===== src/rtl/nf_pkg.sv =====
package nf_pkg;

  typedef enum logic [1:0] {
    NF_WIN_SHORT    = 2'd0,
    NF_WIN_MID      = 2'd1,
    NF_WIN_LONG     = 2'd2,
    NF_WIN_LONG_ALT = 2'd3
  } nf_win_e;

  // A pulse is guaranteed to pass when it lasts twice the time constant.
  function automatic int unsigned nf_accept_len(input int unsigned tc);
    return 2 * tc;
  endfunction

endpackage


===== src/rtl/nf_sync_chain.sv =====
module nf_sync_chain #(
  parameter int unsigned STAGES  = 2,
  parameter bit          RST_VAL = 1'b0
) (
  input  logic clk,
  input  logic rst_n,
  input  logic din,
  output logic dout
);

  logic [STAGES-1:0] chain_q;
  logic [STAGES-1:0] chain_d;

  for (genvar g = 0; g < STAGES; g++) begin : g_stage
    if (g == 0) begin : g_first
      assign chain_d[g] = din;
    end else begin : g_next
      assign chain_d[g] = chain_q[g-1];
    end
  end

  always_ff @(posedge clk or negedge rst_n) begin
    if (!rst_n) begin
      chain_q <= {STAGES{RST_VAL}};
    end else begin
      chain_q <= chain_d;
    end
  end

  assign dout = chain_q[STAGES-1];

endmodule


===== src/rtl/nf_stability.sv =====
module nf_stability
  import nf_pkg::*;
#(
  parameter int unsigned TC_SHORT = 1,
  parameter int unsigned TC_MID   = 32,
  parameter int unsigned TC_LONG  = 128
) (
  input  logic       clk,
  input  logic       rst_n,
  input  logic       tick,
  input  logic       sync_in,
  input  logic [1:0] win_sel,
  output logic       filt_out
);

  localparam int unsigned LONG_LEN = nf_accept_len(TC_LONG);
  localparam int          CNT_W    = $clog2(LONG_LEN + 1);
  localparam logic [CNT_W-1:0] LEN_SHORT = CNT_W'(nf_accept_len(TC_SHORT));
  localparam logic [CNT_W-1:0] LEN_MID   = CNT_W'(nf_accept_len(TC_MID));
  localparam logic [CNT_W-1:0] LEN_LONG  = CNT_W'(LONG_LEN);

  logic [CNT_W-1:0] cnt_q, cnt_d, cnt_inc, need;
  logic             filt_q, filt_d;
  logic [1:0]       sel_q;
  logic             sel_chg, mismatch;

  // window decode
  always_comb begin
    unique case (nf_win_e'(win_sel))
      NF_WIN_SHORT: need = LEN_SHORT;
      NF_WIN_MID:   need = LEN_MID;
      default:      need = LEN_LONG;
    endcase
  end

  assign sel_chg  = (win_sel != sel_q);
  assign mismatch = (sync_in != filt_q);
  assign cnt_inc  = cnt_q + CNT_W'(1);

  // next state
  always_comb begin
    cnt_d  = cnt_q;
    filt_d = filt_q;
    if (sel_chg || !mismatch) begin
      cnt_d = '0;
    end else if (tick) begin
      if (cnt_inc >= need) begin
        filt_d = sync_in;
        cnt_d  = '0;
      end else begin
        cnt_d = cnt_inc;
      end
    end
  end

  // registers
  always_ff @(posedge clk or negedge rst_n) begin
    if (!rst_n) begin
      cnt_q  <= '0;
      filt_q <= 1'b1;
      sel_q  <= 2'd0;
    end else begin
      cnt_q  <= cnt_d;
      filt_q <= filt_d;
      sel_q  <= win_sel;
    end
  end

  assign filt_out = filt_q;

  assert_cnt_bound_R6: assert property (@(posedge clk) disable iff (!rst_n)
    cnt_q < LEN_LONG);

  assert_match_clears_R6: assert property (@(posedge clk) disable iff (!rst_n)
    (sync_in == filt_q) |=> (cnt_q == '0));

  assert_sel_restart_R7: assert property (@(posedge clk) disable iff (!rst_n)
    (win_sel != sel_q) |=> ((cnt_q == '0) && $stable(filt_q)));

  assert_tick_gate_R8: assert property (@(posedge clk) disable iff (!rst_n)
    !tick |=> $stable(filt_q));

endmodule


===== src/rtl/nf_edge_strobe.sv =====
module nf_edge_strobe (
  input  logic clk,
  input  logic rst_n,
  input  logic lvl,
  output logic rise,
  output logic fall
);

  logic lvl_q;

  always_ff @(posedge clk or negedge rst_n) begin
    if (!rst_n) begin
      lvl_q <= 1'b1;
    end else begin
      lvl_q <= lvl;
    end
  end

  assign rise = lvl & ~lvl_q;
  assign fall = ~lvl & lvl_q;

  assert_strobe_excl_R9: assert property (@(posedge clk) disable iff (!rst_n)
    !(rise && fall));

  assert_rise_single_R9: assert property (@(posedge clk) disable iff (!rst_n)
    rise |=> !rise);

  assert_fall_single_R9: assert property (@(posedge clk) disable iff (!rst_n)
    fall |=> !fall);

endmodule


===== src/rtl/pin_noise_filter.sv =====
module pin_noise_filter #(
  parameter int unsigned SYNC_STAGES = 2,
  parameter int unsigned TC_SHORT    = 1,
  parameter int unsigned TC_MID      = 32,
  parameter int unsigned TC_LONG     = 128
) (
  input  logic       clk,
  input  logic       rst_n,
  input  logic       tick,
  input  logic       pin_async,
  input  logic [1:0] win_sel,
  output logic       level_out,
  output logic       rise_pulse,
  output logic       fall_pulse,
  output logic       raw_level
);

  logic rst_sync_n;
  logic pin_sync;

  // assert asynchronously, release after two edges
  nf_sync_chain #(.STAGES(2), .RST_VAL(1'b0)) u_rst_sync (
    .clk  (clk),
    .rst_n(rst_n),
    .din  (1'b1),
    .dout (rst_sync_n)
  );

  // pin synchronizer, idles high
  nf_sync_chain #(.STAGES(SYNC_STAGES), .RST_VAL(1'b1)) u_pin_sync (
    .clk  (clk),
    .rst_n(rst_sync_n),
    .din  (pin_async),
    .dout (pin_sync)
  );

  nf_stability #(
    .TC_SHORT(TC_SHORT),
    .TC_MID  (TC_MID),
    .TC_LONG (TC_LONG)
  ) u_stab (
    .clk     (clk),
    .rst_n   (rst_sync_n),
    .tick    (tick),
    .sync_in (pin_sync),
    .win_sel (win_sel),
    .filt_out(level_out)
  );

  nf_edge_strobe u_edge (
    .clk  (clk),
    .rst_n(rst_sync_n),
    .lvl  (level_out),
    .rise (rise_pulse),
    .fall (fall_pulse)
  );

  assign raw_level = pin_sync;

endmodule


===== config.mk =====
export PLATFORM = sky130hd
export DESIGN_NAME = pin_noise_filter
export DESIGN_NICKNAME = d
export VERILOG_FILES = /design/src/rtl/nf_pkg.sv /design/src/rtl/nf_sync_chain.sv /design/src/rtl/nf_stability.sv /design/src/rtl/nf_edge_strobe.sv /design/src/rtl/pin_noise_filter.sv
export SDC_FILE = /design/constraint.sdc
export NUM_CORES = 1
export LEC_CHECK = 0
export BUFFER_PORTS_ARGS = -buffer_cell sky130_fd_sc_hd__buf_2
export CAP_MARGIN = 20
export CELL_PAD_IN_SITES_DETAIL_PLACEMENT = 0
export CELL_PAD_IN_SITES_GLOBAL_PLACEMENT = 2
export CORE_MARGIN = 5
export CORE_UTILIZATION = 26
export DETAILED_ROUTE_END_ITERATION = 6
export PLACE_DENSITY = 0.6
export SLEW_MARGIN = 20
export SYNTH_ARGS = -nofsm -noshare
export SYNTH_HDL_FRONTEND = slang
export SYNTH_HIERARCHICAL = 1
export SYNTH_SLANG_ARGS = --single-unit

===== constraint.sdc =====
create_clock -name clk -period 1.18 [get_ports clk]
set_clock_uncertainty 0.2 [all_clocks]
set_input_delay 0.236 -clock clk [delete_from_list [all_inputs] [get_ports clk]]
set_output_delay 0.236 -clock clk [all_outputs]
set_load 0.03 [all_outputs]

==> flow_summary.ini <==
[outcome]
status = complete, but fails checks
violations = setup timing

[global_route]
grt_max_degree = 11
use_met1 = 0.142
grt_pass1_wl_mm = 4.36
grt_use_met2 = 0.175
gr-max-usage-layer = met2
grt_pass1_vias = 944
antenna_found_initial = 0
grt_overflow = 0
grt_use_total = 0.106
met3_usage = 0.0219

[sta]
whs_ns = 0.0130
hold_viol_final = 0
rsz0062_at_grt = yes
min_period_ns = 2.47
final.period_utilization = 2.09
timing.fmax_mhz = 405
fin_tns_setup_ns = -13.93
slew_viol_final = 0
finalSetupViolCount = 14
worst_slack_ns = -1.29

[yosys]
synth.largest_area_cell = dfrtp_1
synth-compound-area-share = 0.126
synth.avg_cell_area_sq_um = 9.39
muxShareOfSynthArea = 0.0108
syn_inst = 111
synth.area.top_cells = dfrtp_1 31%, dfstp_2 10%, nand2_1 5.4%
ys_warn_count = 6
synth_top_family_by_area = simple AND/OR/NAND/NOR gates
synth-simple-area-share = 0.307
synth_flop_cell = dfrtp_1
synth_top_area_frac = 0.312
synth_fp_nets = 121
synth_xor_area_frac = 0.0576
synth_edf_count = 0
synth_cell_types = 40
ys_seq_area_frac = 0.413
synth_fa_ha_area_frac = 0.0480
syn_area_sq_um = 1040
ys_seq_elements = 17
synthArstFlopShare = 1.00

[critical_path]
worstPathCellList = ha_4, buf_4, and2_4, a21o_1, a21o_1, a2111oi_4, a2111oi_4, buf_4, a31oi_1, o21ai_1
max_stage_delay_ns = 0.43
crit_start = u_stab/cnt_q[1]$_DFFE_PN0P_
reg2reg_from = u_stab/cnt_q[1]$_DFFE_PN0P_
cp-end-kind = flop
endpoint = u_stab/cnt_q[3]$_DFFE_PN0P_
crit_cells = 10
crit_required_ns = 1.13
crit_type = reg -> reg
path_buf_inv = 2
r2r-end = u_stab/cnt_q[3]$_DFFE_PN0P_
critPathMaxFanout = 8
rr_worst_depth = 10
critical_path.top_delay_family = compound AO/OA/AOI/OAI gates
start_kind = flop
reg2reg_slack_ns = -1.29
cp_slowest_cell = dfrtp_2
worst_ep_arrival_time_ns = 2.41

[cts]
cts_made_buffers = 3
cts_max_level = 1
cts.path.max_buffers = 2
worst_skew_pair.late_latency_ns = 0.26
cts_tree = built
cts_sinks = 17
clkTransAtPathRegs_ns = 0.08
cts_root_buffer = clkbuf_8

[power]
seqPwrFrac = 0.387
switching_share = 0.313
p_int_w = 0.00121
cellPowerDensity_nw_per_um2 = 1070
peakVddDrop_uv = 611
p_leak_nw = 0.721
clkPwrFrac = 0.258
p_sw_w = 0.000552
power_frac_comb = 0.355

[detailed_routing]
dr_total_vias = 938
routedWlPerCell_um = 12.3
drt-total-wl_mm = 2.59
dr.first_iter.drc_count = 32
drtPass1Iterations = 4
ant_nets = 0
remaining_drc_errors = 0
vias_per_cell = 4.45

[placement]
port_buffers = 9
gp_congestion = 0.782
post-dp-hpwl_mm = 2.04

[floorplanning]
core_area_sq_um = 3940
fp.dieW_um = 73.3
die_area_sq_um = 5380
num_rows = 23
initial_core_util = 0.264
ios = 10
die_y_um = 73.3

[cells_and_area]
nets = 172
syn_to_final_growth_pct = 58.5
drive_gt1_frac = 0.509
diodes = 0

[hold_path]
hold_class = in -> reg

[job]
cap_viol_max_count = 0
power by group through the flow:
stage | Sequential (W) | Combinational [W] | Clock, W
after floorplan | 0.000745 | 0.000243 | 0
after global placement | 0.000691 | 0.000478 | 0
after detailed placement | 0.000692 | 0.000480 | 0
after CTS | 0.000684 | 0.000598 | 0.000470
after global routing | 0.000690 | 0.000669 | 0.000492
final | 0.000684 | 0.000627 | 0.000455
worst reg2reg max path, delay by kind of cell (launching register included):
family	cells	cell delay (ns)
AOI/OAI and AO/OA	6	1.08
DFF	1	0.43
buffers and inverters	2	0.33
adders and majority gates	1	0.17
and+or+nand+nor	1	0.15
layout make-up:
class | instances | area [sq um]
Fill cell | 377 | 2290
Multi-Input combinational cell | 87 | 699
Clock buffer | 3 | 41.3
Inverter | 4 | 15.0
Tap cell | 50 | 62.6
Sequential cell | 17 | 433
Timing Repair Buffer | 49 | 395
Clock inverter | 1 | 5.00
state kept, by name (all words and copies together), names as in the netlist:
name and cells:
u_edge/lvl_q 1, u_pin_sync/chain_q 2, u_stab/filt_out 1, u_stab/sel_q 2, u_stab/cnt_q 9, u_rst_sync/chain_q 2
how the worst min path moves through the flow:
stage / from / end / slack (ns) / cells after the start
floorplan: rst_n / u_rst_sync/chain_q[0]$_DFF_PN0_ / -0.26 / 0
CTS: win_sel[0] / u_stab/sel_q[0]$_DFF_PN0_ / 0.009 / 2
detailed placement: rst_n / u_rst_sync/chain_q[0]$_DFF_PN0_ / -0.17 / 1
global route: win_sel[0] / u_stab/sel_q[0]$_DFF_PN0_ / 0.02 / 2
finish: win_sel[0] / u_stab/sel_q[0]$_DFF_PN0_ / 0.01 / 2
global placement: rst_n / u_rst_sync/chain_q[0]$_DFF_PN0_ / -0.18 / 1
placed cells by master, fill, tap and decap left out, types with 4 or more instances in the layout:
cell type / synthesis / layout
nand2b_1: 4 / 4
dfrtp_1: 13 / 11
buf_2: 1 / 5
nand3_2: 1 / 4
o21ai_1: 4 / 4
buf_6: 1 / 8
buf_4: 0 / 32
nand3_1: 7 / 4
nand2_1: 15 / 12
dfstp_2: 4 / 4
nor2_1: 8 / 7
nor3_1: 5 / 5
dlygate4sd3_1: 0 / 4
cells in the mapped netlist, drive strengths merged, types with 2 or more instances:
library cell	instances
nand4	3
a2111oi	2
a21o	2
nor2	8
nand2	16
nor3	6
ha	4
buf	2
nand3	9
xor2	2
dfstp	4
nand2b	4
nor3b	3
xnor2	4
a21oi	4
inv	4
a31oi	3
o21ai	5
dfrtp	13
kinds of logic (layout without fill, tap and decap cells):
logic type               count (synthesis)  in the layout
XOR/XNOR                                 6              6
AO/OA/AOI/OAI                           18             18
AND/OR/NAND/NOR                         57             57
flip-flops                              17             17
other                                    1              1
adder cells (fa/ha/maj)                  4              4
multiplexers                             1              1
buffers and inverters                    7             57
routing by layer:
layer,vias to the layer above,part of all wire,wire [um]
li1,490,-,-
met1,441,0.50,1290
met2,5,0.48,1240
met3,2,0.018,46
met4,0,0.0050,13
met5,-,0,0
what timing repair did:
item                       in CTS  in global routing
resized for setup              17                  3
setup buffers                   2                  1
setup endpoints to repair      14                 17
pin swaps                       6                  0
hold endpoints to repair       15                  0
hold buffers                    4                  0
through the flow:
step | utilization | total power (W) | instances | worst slack (ns) | instance area, sq um
2_1_floorplan | - | 0.000988 | 111 | -1.31 | 1140
3_3_place_gp | 0.375 | 0.00117 | 200 | -1.30 | 1480
3_5_place_dp | 0.375 | 0.00117 | 200 | -1.34 | 1480
4_1_cts | 0.415 | 0.00175 | 210 | -1.32 | 1640
5_1_grt | 0.419 | 0.00185 | 211 | -1.41 | 1650
6_report | 0.419 | 0.00177 | 211 | -1.29 | 1650
No activity file was read; power rests on OpenSTA's default activity.
